`src/rtl/ro_ent_pkg.sv`:
```
package ro_ent_pkg;

   typedef enum logic [1:0] {
      MODE_IDLE = 2'd0,
      MODE_DET  = 2'd1,
      MODE_COND = 2'd2,
      MODE_RAW  = 2'd3
   } ro_mode_e;

   function automatic ro_mode_e decode_mode(input logic run, input logic ent, input logic raw);
      ro_mode_e m;
      if (!run)      m = MODE_IDLE;
      else if (!ent) m = MODE_DET;
      else if (raw)  m = MODE_RAW;
      else           m = MODE_COND;
      return m;
   endfunction

endpackage

```
`src/rtl/ro_group_sel.sv`:
```
module ro_group_sel #(
   parameter int N_OSC = 128,
   parameter int GRP_W = 8
) (
   input  logic [N_OSC-1:0]                 osc_i,
   input  logic [$clog2(N_OSC/GRP_W)-1:0]   sel_i,
   output logic [GRP_W-1:0]                 bits_o
);
   localparam int N_GRP = N_OSC / GRP_W;

   if (N_OSC % GRP_W != 0) begin : g_bad_split
      $error("ro_group_sel: N_OSC must be a multiple of GRP_W");
   end
   if (N_GRP < 2) begin : g_bad_count
      $error("ro_group_sel: at least two groups are required");
   end

   logic [GRP_W-1:0] grp_arr [N_GRP];

   for (genvar g = 0; g < N_GRP; g++) begin : g_slice
      assign grp_arr[g] = osc_i[g*GRP_W +: GRP_W];
   end

   assign bits_o = grp_arr[sel_i];

endmodule

```
`src/rtl/ro_raw_packer.sv`:
```
module ro_raw_packer #(
   parameter int GRP_W  = 8,
   parameter int WORD_W = 64
) (
   input  logic              clk,
   input  logic              rst_n,
   input  logic              restart_i,
   input  logic              active_i,
   input  logic              space_i,
   input  logic [GRP_W-1:0]  sample_i,
   output logic              take_o,
   output logic              push_o,
   output logic [WORD_W-1:0] word_o
);
   localparam int GATHER = WORD_W / GRP_W;
   localparam int PH_W   = $clog2(GATHER);

   if (WORD_W % GRP_W != 0) begin : g_bad_word
      $error("ro_raw_packer: WORD_W must be a multiple of GRP_W");
   end
   if (GATHER < 2) begin : g_bad_gather
      $error("ro_raw_packer: a word must span at least two gather cycles");
   end

   logic [PH_W-1:0]   phase_q;
   logic [WORD_W-1:0] acc_q;
   logic              last;

   assign last   = (phase_q == PH_W'(GATHER - 1));
   // a new word only starts when the FIFO has room, so a started word always lands
   assign take_o = active_i && !restart_i && ((phase_q != '0) || space_i);
   assign push_o = take_o && last;

   always_comb begin
      word_o = acc_q;
      word_o[phase_q*GRP_W +: GRP_W] = sample_i;
   end

   always_ff @(posedge clk or negedge rst_n) begin
      if (!rst_n) begin
         phase_q <= '0;
         acc_q   <= '0;
      end else if (restart_i) begin
         phase_q <= '0;
      end else if (take_o) begin
         acc_q   <= word_o;
         phase_q <= last ? '0 : phase_q + 1'b1;
      end
   end

endmodule

```
`src/rtl/ro_cond_gen.sv`:
```
module ro_cond_gen #(
   parameter int              WORD_W = 64,
   parameter int              N_OSC  = 128,
   parameter int              PERIOD = 81,
   parameter logic [WORD_W-1:0] SEED = 64'h0123456789ABCDEF,
   parameter logic [WORD_W-1:0] POLY = 64'h000000000000001B
) (
   input  logic              clk,
   input  logic              rst_n,
   input  logic              reseed_i,
   input  logic              restart_i,
   input  logic              active_i,
   input  logic              mix_en_i,
   input  logic              space_i,
   input  logic [N_OSC-1:0]  osc_i,
   output logic              push_o,
   output logic [WORD_W-1:0] word_o
);
   localparam int CNT_W = $clog2(PERIOD);

   if (PERIOD < 2) begin : g_bad_period
      $error("ro_cond_gen: PERIOD must be at least 2");
   end

   logic [CNT_W-1:0]  cnt_q;
   logic [WORD_W-1:0] state_q;
   logic [WORD_W-1:0] mix_q;
   logic [WORD_W-1:0] fold;
   logic [WORD_W-1:0] pre;
   logic              at_end;

   always_comb begin
      fold = '0;
      for (int b = 0; b < N_OSC; b++) begin
         fold[b % WORD_W] = fold[b % WORD_W] ^ osc_i[b];
      end
   end

   assign pre    = state_q ^ mix_q;
   assign word_o = {pre[WORD_W-2:0], 1'b0} ^ (pre[WORD_W-1] ? POLY : '0);
   assign at_end = (cnt_q == CNT_W'(PERIOD - 1));
   assign push_o = active_i && !restart_i && !reseed_i && at_end && space_i;

   always_ff @(posedge clk or negedge rst_n) begin
      if (!rst_n) begin
         cnt_q   <= '0;
         state_q <= SEED;
         mix_q   <= '0;
      end else if (reseed_i) begin
         cnt_q   <= '0;
         state_q <= SEED;
         mix_q   <= '0;
      end else if (restart_i) begin
         cnt_q   <= '0;
         mix_q   <= '0;
      end else if (active_i) begin
         if (push_o) begin
            state_q <= word_o;
            cnt_q   <= '0;
            mix_q   <= '0;
         end else begin
            if (!at_end) cnt_q <= cnt_q + 1'b1;
            if (mix_en_i) mix_q <= mix_q ^ fold;
         end
      end
   end

endmodule

```
`src/rtl/ro_word_fifo.sv`:
```
module ro_word_fifo #(
   parameter int WORD_W = 64,
   parameter int DEPTH  = 64
) (
   input  logic                     clk,
   input  logic                     rst_n,
   input  logic                     flush_i,
   input  logic                     push_i,
   input  logic [WORD_W-1:0]        push_data_i,
   input  logic                     pop_i,
   output logic [WORD_W-1:0]        pop_data_o,
   output logic [$clog2(DEPTH):0]   level_o,
   output logic                     full_o,
   output logic                     underflow_o
);
   localparam int AW = $clog2(DEPTH);

   if (DEPTH != (1 << AW)) begin : g_bad_depth
      $error("ro_word_fifo: DEPTH must be a power of two");
   end

   logic [WORD_W-1:0] mem_q [DEPTH];
   logic [AW-1:0]     wr_q, rd_q;
   logic [AW:0]       cnt_q;
   logic              empty, do_push, do_pop;

   assign empty   = (cnt_q == '0);
   assign full_o  = (cnt_q == (AW+1)'(DEPTH));
   assign do_push = push_i && !full_o && !flush_i;
   assign do_pop  = pop_i && !empty && !flush_i;
   assign level_o = cnt_q;

   always_ff @(posedge clk) begin
      if (do_push) mem_q[wr_q] <= push_data_i;
   end

   always_ff @(posedge clk or negedge rst_n) begin
      if (!rst_n) begin
         wr_q        <= '0;
         rd_q        <= '0;
         cnt_q       <= '0;
         pop_data_o  <= '0;
         underflow_o <= 1'b0;
      end else if (flush_i) begin
         wr_q        <= '0;
         rd_q        <= '0;
         cnt_q       <= '0;
         pop_data_o  <= '0;
         underflow_o <= 1'b0;
      end else begin
         if (do_push) wr_q <= wr_q + 1'b1;
         if (do_pop) begin
            rd_q       <= rd_q + 1'b1;
            pop_data_o <= mem_q[rd_q];
         end else if (pop_i) begin
            pop_data_o  <= '0;
            underflow_o <= 1'b1;
         end
         cnt_q <= cnt_q + (AW+1)'(do_push) - (AW+1)'(do_pop);
      end
   end

endmodule

```
`src/rtl/ro_entropy_fifo.sv`:
```
module ro_entropy_fifo
   import ro_ent_pkg::*;
#(
   parameter int                N_OSC       = 128,
   parameter int                GRP_W       = 8,
   parameter int                WORD_W      = 64,
   parameter int                DEPTH       = 64,
   parameter int                COND_PERIOD = 81,
   parameter logic [WORD_W-1:0] SEED        = 64'h0123456789ABCDEF,
   parameter logic [WORD_W-1:0] POLY        = 64'h000000000000001B
) (
   input  logic                             clk,
   input  logic                             rst_n,
   input  logic [N_OSC-1:0]                 ro_sample_i,
   input  logic                             cfg_we,
   input  logic                             cfg_clear,
   input  logic                             cfg_run,
   input  logic                             cfg_ent,
   input  logic                             cfg_raw,
   input  logic [$clog2(N_OSC/GRP_W)-1:0]   cfg_group,
   input  logic                             pop_i,
   output logic [WORD_W-1:0]                pop_data_o,
   output logic [$clog2(DEPTH):0]           level_o,
   output logic                             underflow_o
);
   localparam int GSEL_W = $clog2(N_OSC / GRP_W);

   logic              run_q, ent_q, raw_q, first_q;
   logic [GSEL_W-1:0] grp_q;
   ro_mode_e          mode;
   logic              clear_wr;
   logic [GRP_W-1:0]  grp_bits, raw_sample;
   logic              full, raw_take, raw_push, gen_push;
   logic [WORD_W-1:0] raw_word, gen_word, push_word;

   assign clear_wr = cfg_we && cfg_clear;
   assign mode     = decode_mode(run_q, ent_q, raw_q);

   // control register; first_q marks the first gather after entropy comes on
   always_ff @(posedge clk or negedge rst_n) begin
      if (!rst_n) begin
         run_q   <= 1'b0;
         ent_q   <= 1'b0;
         raw_q   <= 1'b0;
         grp_q   <= '0;
         first_q <= 1'b0;
      end else if (cfg_we) begin
         run_q   <= cfg_run && !cfg_clear;
         ent_q   <= cfg_ent && !cfg_clear;
         raw_q   <= cfg_raw && !cfg_clear;
         grp_q   <= cfg_clear ? '0 : cfg_group;
         first_q <= cfg_clear ? 1'b0 : (first_q || (cfg_ent && !ent_q));
      end else if (raw_take) begin
         first_q <= 1'b0;
      end
   end

   ro_group_sel #(.N_OSC(N_OSC), .GRP_W(GRP_W)) u_sel (
      .osc_i  (ro_sample_i),
      .sel_i  (grp_q),
      .bits_o (grp_bits)
   );

   assign raw_sample = first_q ? '0 : grp_bits;

   ro_raw_packer #(.GRP_W(GRP_W), .WORD_W(WORD_W)) u_pack (
      .clk       (clk),
      .rst_n     (rst_n),
      .restart_i (cfg_we),
      .active_i  (mode == MODE_RAW),
      .space_i   (!full),
      .sample_i  (raw_sample),
      .take_o    (raw_take),
      .push_o    (raw_push),
      .word_o    (raw_word)
   );

   ro_cond_gen #(
      .WORD_W (WORD_W),
      .N_OSC  (N_OSC),
      .PERIOD (COND_PERIOD),
      .SEED   (SEED),
      .POLY   (POLY)
   ) u_gen (
      .clk       (clk),
      .rst_n     (rst_n),
      .reseed_i  (clear_wr),
      .restart_i (cfg_we),
      .active_i  ((mode == MODE_DET) || (mode == MODE_COND)),
      .mix_en_i  (mode == MODE_COND),
      .space_i   (!full),
      .osc_i     (ro_sample_i),
      .push_o    (gen_push),
      .word_o    (gen_word)
   );

   assign push_word = raw_push ? raw_word : gen_word;

   ro_word_fifo #(.WORD_W(WORD_W), .DEPTH(DEPTH)) u_fifo (
      .clk         (clk),
      .rst_n       (rst_n),
      .flush_i     (clear_wr),
      .push_i      (raw_push || gen_push),
      .push_data_i (push_word),
      .pop_i       (pop_i),
      .pop_data_o  (pop_data_o),
      .level_o     (level_o),
      .full_o      (full),
      .underflow_o (underflow_o)
   );

endmodule

```
`config.mk`:
```
export PLATFORM = sky130hd
export DESIGN_NAME = ro_entropy_fifo
export DESIGN_NICKNAME = d
export VERILOG_FILES = /design/src/rtl/ro_ent_pkg.sv /design/src/rtl/ro_group_sel.sv /design/src/rtl/ro_raw_packer.sv /design/src/rtl/ro_cond_gen.sv /design/src/rtl/ro_word_fifo.sv /design/src/rtl/ro_entropy_fifo.sv
export SDC_FILE = /design/constraint.sdc
export NUM_CORES = 2
export LEC_CHECK = 0
export CAP_MARGIN = 20
export CORE_UTILIZATION = 50
export DETAILED_ROUTE_END_ITERATION = 8
export GPL_TIMING_DRIVEN = 1
export PLACE_DENSITY = 0.67
export SKIP_LAST_GASP = 1
export SYNTH_ARGS = -nofsm -noshare
export SYNTH_HDL_FRONTEND = slang
export SYNTH_SLANG_ARGS = --single-unit
```
`constraint.sdc`:
```
create_clock -name clk -period 5.56 [get_ports clk]
set_input_delay 1.112 -clock clk [delete_from_list [all_inputs] [get_ports clk]]
set_output_delay 1.112 -clock clk [all_outputs]
set_load 0.05 [all_outputs]
```
# After elaboration in Yosys (flattened, before gate mapping)
# Memories as Yosys holds them, arrays and structs flattened.
# Cells that the tools add are included.
# totals
ramBits	4096
output_inout_bits	72
regBits	294
inputBits	140
memories	1
# memory_table
name	words	width	read_ports	rd_ports_with_merged_regs	wr	line_no	rtl
u_fifo.mem_q	64	64	1	0	1	ro_word_fifo.sv:22	logic [WORD_W-1:0] mem_q [DEPTH];
# op_classes
bitwise_logic	69
order_cmp	1
n_eq_ne	9
reduce_logical	42
muxes	44
add_sub_neg	7
shifts	2
# ops
operator	n
$mux W64	13
$xor A64 B64 Y64	2
$bwmux W64	1
$shift A8 B34 Y64 const A	1
$shiftx A8 B34 Y64	1
$xor A1 B1 Y1	64
$xor A64 B5 Y64	1
$mux W7	6
$neg A6 Y34	1
$bmux W8 S4	1
$mux W6	4
$mux W8	3
$logic_and A1 B1 Y1	16
$eq A7 B7 Y1 const B	2
$add A6 B1 Y6 const B	2
$reduce_bool A2 Y1	6
$mux W1	9
$mux W3	3
$reduce_bool A3 Y1	3
$reduce_and A2 Y1	4
$add A7 B1 Y7	1
$add A7 B1 Y7 const B	1
$logic_not A7 Y1	1
$sub A7 B1 Y7	1
other kinds (16)	27

# Longest topological paths before layout
# logic_depth
word_depth	15
ltp_mapped	18

# By module
# Synthesis repeated with hierarchy kept, for this count alone.
# unflattened
cells_unflattened	9137
area_unflattened_um2	173447.6
# modules_own_cells
module	area_per_inst_um2	cells_per_inst	n_inst
ro_word_fifo	159476.7	7785	1
ro_cond_gen	7862.5	799	1
ro_raw_packer	3639.7	362	1
ro_entropy_fifo	1435.1	121	1
ro_group_sel	1033.5	70	1

# Worst setup path after synthesis
# No wires, ideal clock.
# synth_timing
path_type	register -> register
startpoint	register u_fifo.cnt_q[4], in the netlist u_fifo.level_o[4]
endpoint	memory u_fifo.mem_q[0][0], data pin
arrival_ns	4.885
required_time_ns	4.819
stages_incl_launch_ff	11
synth_period_minus_slack_ns	5.626
path_buffers	2
setup_time_ns	0.741
slack_ns	-0.066
cell_sequence	dfrtp_1 > inv_1 > ha_1 > and4bb_2 > a31oi_1 > nor2b_1 > and2_1 > clkbuf_1 > buf_4 > nor2_1 > a221oi_1
# synth_between
elab_chain_len	6
# synth_lines
element	line_no	rtl
start, declared	ro_word_fifo.sv:24	logic [AW:0] cnt_q;
start signal, assigned	ro_word_fifo.sv:59	cnt_q <= cnt_q + (AW+1)'(do_push) - (AW+1)'(do_pop);
$eq A7 B7 Y1	ro_word_fifo.sv:28	assign full_o = (cnt_q == (AW+1)'(DEPTH));
$logic_not A1 Y1	ro_entropy_fifo.sv:71	.space_i (!full),
$logic_or A1 B1 Y1	ro_raw_packer.sv:31	assign take_o = active_i && !restart_i && ((phase_q != '0) || space_i);
$logic_and A1 B1 Y1	ro_raw_packer.sv:31	
$logic_and A1 B1 Y1	ro_raw_packer.sv:32	assign push_o = take_o && last;
$mux W64	ro_entropy_fifo.sv:97	assign push_word = raw_push ? raw_word : gen_word;
named net push_word[0]	ro_entropy_fifo.sv:34	logic [WORD_W-1:0] raw_word, gen_word, push_word;
end, declared	ro_word_fifo.sv:22	
# The timed path passes the listed nets, and every way through them passes these cells.

# Final worst setup path
# layout_timing
startpoint	register raw_q
endpoint	memory u_fifo.mem_q[54][54] (enable)
# layout_between
elab_chain_len	14
elab_cells_between_ends	19
cone_classes	eq/ne: 3; mux: 5; reduce/logical: 11
# layout_lines
element	line_no	rtl
start, declared	ro_entropy_fifo.sv:28	logic run_q, ent_q, raw_q, first_q;
start signal, assigned	ro_entropy_fifo.sv:50	raw_q <= cfg_raw && !cfg_clear;
$mux W1 *	ro_ent_pkg.sv:14	else if (raw) m = MODE_RAW;
$mux W2 *	ro_ent_pkg.sv:13	else if (!ent) m = MODE_DET;
$mux W2 *	ro_ent_pkg.sv:12	if (!run) m = MODE_IDLE;
$eq A2 B1 Y1 / $eq A2 B2 Y1 (equally long branches)	ro_entropy_fifo.sv:89	.active_i ((mode == MODE_DET) || (mode == MODE_COND)),
$logic_or A1 B1 Y1	ro_entropy_fifo.sv:89	
$logic_and A1 B1 Y1 (4 in a row)	ro_cond_gen.sv:42	assign push_o = active_i && !restart_i && !reseed_i && at_end && space_i;
$logic_or A1 B1 Y1 *	ro_entropy_fifo.sv:103	.push_i (raw_push || gen_push),
$logic_and A1 B1 Y1 * (2 in a row)	ro_word_fifo.sv:29	assign do_push = push_i && !full_o && !flush_i;
$mux W1 *	ro_word_fifo.sv:34	if (do_push) mem_q[wr_q] <= push_data_i;
$mux W1 (implied by the code) *	ro_word_fifo.sv:34	
# Mark *: on every way between the ends. The rest lies on a longest branch, timed or not.

==> metrics.md <==
| Metric | Value |
|---|---|
| Synth Flop Type | edfxtp_1 |
| Final hold slack | 0.254 ns |
| Post-synthesis sequential area ratio | 76.0% |
| Longest Clk Path Bufs | 4 |
| HP Class | input pin to asynchronous set/reset pin |
| DRT Pass-1 Iters | 6 |
| TritonCTS Sinks | 4,390 |
| Kind of capture point of the worst setup path | flop |
| Max Cap Viol | 0 |
| Slew @ Worst Pin | 1.18 ns |
| Fin nets | 9,181 |
| Most frequent cell after synthesis | edfxtp_1 |
| Ratio of final minimum period to clock period | 79.6% |
| Final TNS setup | 0 ns |
| Cts repair resizes | 0 |
| Arrival time worst endpoint | 5.06 ns |
| Remaining DRCs | 0 |
| Post-Synthesis Cells | 8,513 |
| CTS Root Cell | clkbuf_16 |
| Num CTS Buffers | 427 |
| Area leader, netlist | edfxtp_1 |
| Initial antenna violation count | 18 |
| Rows | 214 |
| Final Cell Area | 0.196 mm^2 |
| Routed Antenna Nets | 0 |
| Peak VDD IR | 0.000339 V |
| Top cell type's share of synthesized area | 71.7% |
| Synth Register Bits | 4,390 |
| Clock Skews | 0.0512 ns |
| Synth unique cells | 70 |
| Synth Net Count | 8,673 |
| Post-DP HPWL | 282,000 um |
| Post-layout min period | 4.43 ns |
| GRT overflow | 0 |
| Synth async-reset ratio | 6.70% |
| Area delta synth->final | 14.3% |
| Place WS | 0.688 ns |
| CTS tree | built |
| Vias in the first global route | 90,900 |
| Leakage power | 0.0618 uW |
| Full die area | 0.346 mm^2 |
| Pwr/cell area | 423 mW/mm^2 |
| Num ports | 212 |
| WP data required | 6.19 ns |
| Worst-path clk slew | 0.06 ns |
| Startpoint types | flop |
| Unrepaired setup endpoints after global routing | no |
| CP Max Fanout | 18 |
| Setup-failing EPs final | 0 |
| Worst setup margin | 1.13 ns |
| Port buffer count | 211 |
| FMAX | 226 MHz |
| Synth Area per Inst | 20.2 um^2 |
| H-tree depth | 5 |
| Vias | 92,800 |
| Area of the mapped netlist | 0.172 mm^2 |
| Worst-Skew Late Latency | 0.99 ns |
| Final Hold Violating Endpoints | 0 |
| Postcts setup bufs | 0 |
| Layout cell share with drive strength beyond 1 | 22.5% |
| Initial Utilization | 50.4% |
| Placed inst area | 0.182 mm^2 |
| Initial drt markers | 14,100 |
| Final slew viol count | 0 |
| RePlAce Congestion | 0.857 |
| Die height | 588 um |
| First-pass GRT wire length | 707,000 um |
| Hold buffer count at CTS | 0 |
| WL/cell | 36.6 um |
| YS warnings | 0 |
| Status | complete, no violations |
| Die outline width | 588 um |
| Fill count | 24,600 |
| Vias per cell | 6.66 |
| Slew margin rel. | 21.1% |
| DRT Wirelength | 509,000 um |
| Top post-synthesis cells by count | edfxtp_1 (4,096), mux4_2 (910), mux2i_1 (521), nand2_1 (380), nor2_1 (294) |
| GRT Util Overall | 29.2% |
| Critical path type | flop to flop |
| Core area | 0.341 mm^2 |
| Top cells by area, synth | edfxtp_1 (72%), mux4_2 (12%), dfrtp_1 (3.8%), mux2i_1 (3.0%), xnor2_1 (1.0%) |
| Largest net degree at the start of global routing | 82 |
| EDFF count, synth | 4,096 |
==> where the power goes <==
| group | switching [uW] | internal (uW) |
|---|---|---|
| Sequential | 825 | 36000 |
| Combinational | 9350 | 7770 |
| Clock | 12300 | 16600 |
| Total | 22500 | 60400 |
==> layer usage <==
layer,track usage (%),wire length (um),vias to the layer above
met2,45.8,239000,6573
met3,5.92,60400,1068
met5,0,48,-
li1,-,-,36000
met4,10.5,20400,8
met1,41.1,190000,49100
==> layout make-up <==
class                   instances  area, um^2  area share (%)
clock inverters               231        2200            1.12
clock buffers                 561       11700            5.97
repair buffers                573        6020            3.07
diodes                         13        32.5          0.0166
well taps                    4536        5680            2.89
inverters                      32         125          0.0638
flip-flops and latches       4390      130000            66.5
multi-input cells            3597       40000            20.4
==> flip-flops by register name, indices dropped and copies added (netlist names) <==
register and flops:
grp_q 4, u_fifo.rd_q 6, u_fifo.wr_q 6, u_fifo.pop_data_o 64
first_q 1, u_fifo.level_o 7, u_gen.mix_q 64, run_q 1
u_fifo.underflow_o 1, u_gen.state_q 64, u_fifo.mem_q 4096, raw_q 1
u_pack.acc_q 64, u_gen.cnt_q 7, ent_q 1, u_pack.phase_q 3
==> cells in the final DEF, fill, tap and decap left out, drive strengths merged, types with 118 or more instances in the layout <==
cell           instances
nand2                382
a21oi                118
o21ai                276
clkbuf               561
mux4                 910
dfrtp                262
edfxtp              4096
buf                  363
xnor2                201
clkdlybuf4s50        210
nor2                 294
mux2i                521
clkinv               169
a22oi                200
==> kinds of logic after synthesis <==
logic type	count (synthesis)	share of synthesized area (%)
adder cells (fa/ha/maj)	20	0.150
multiplexers	1445	15.1
AND/OR/NAND/NOR	935	2.37
AO/OA/AOI/OAI	984	3.80
flip-flops	4390	76.0
buffers and inverters	526	1.52
XOR/XNOR	213	1.09
==> worst max-delay path, stage by stage, from the launching register on <==
cell and delay, ns:
dfrtp_1 0.36, inv_1 0.08, a21oi_1 0.09, ha_1 0.46, nand4_1 0.26, a211oi_2 0.59, buf_4 0.36, nand4b_1 0.59
nor2_4 0.79, buf_4 0.47
==> path summary, 6_finish.rpt <==
check,from,to,slack [ns],depth (start not counted)
setup / recovery,raw_q$_DFFE_PN0P_,u_fifo.mem_q[54][54]$_DFFE_PP_,1.13,9
hold / removal,rst_n,u_fifo.pop_data_o[24]$_DFFE_PN0P_,0.25,1
setup reg to reg,raw_q$_DFFE_PN0P_,u_fifo.mem_q[54][54]$_DFFE_PP_,1.13,9
hold reg to reg,u_pack.acc_q[5]$_DFFE_PN0P_,u_pack.acc_q[5]$_DFFE_PN0P_,0.48,2
max in group asynchronous,rst_n,u_gen.cnt_q[1]$_DFFE_PN0P_,4.10,2
min in group clk,u_pack.acc_q[5]$_DFFE_PN0P_,u_pack.acc_q[5]$_DFFE_PN0P_,0.48,2
==> metrics by stage <==
step                utilization, %  instances  power [uW]
finish                        57.6      13900       82900
CTS                           57.6      13900       83200
global placement              53.5      13100       54600
global route                  57.6      13900       85200
floorplan                        -       8513       49700
detailed placement            53.5      13100       54700
Power figures use the tool's default switching activity.
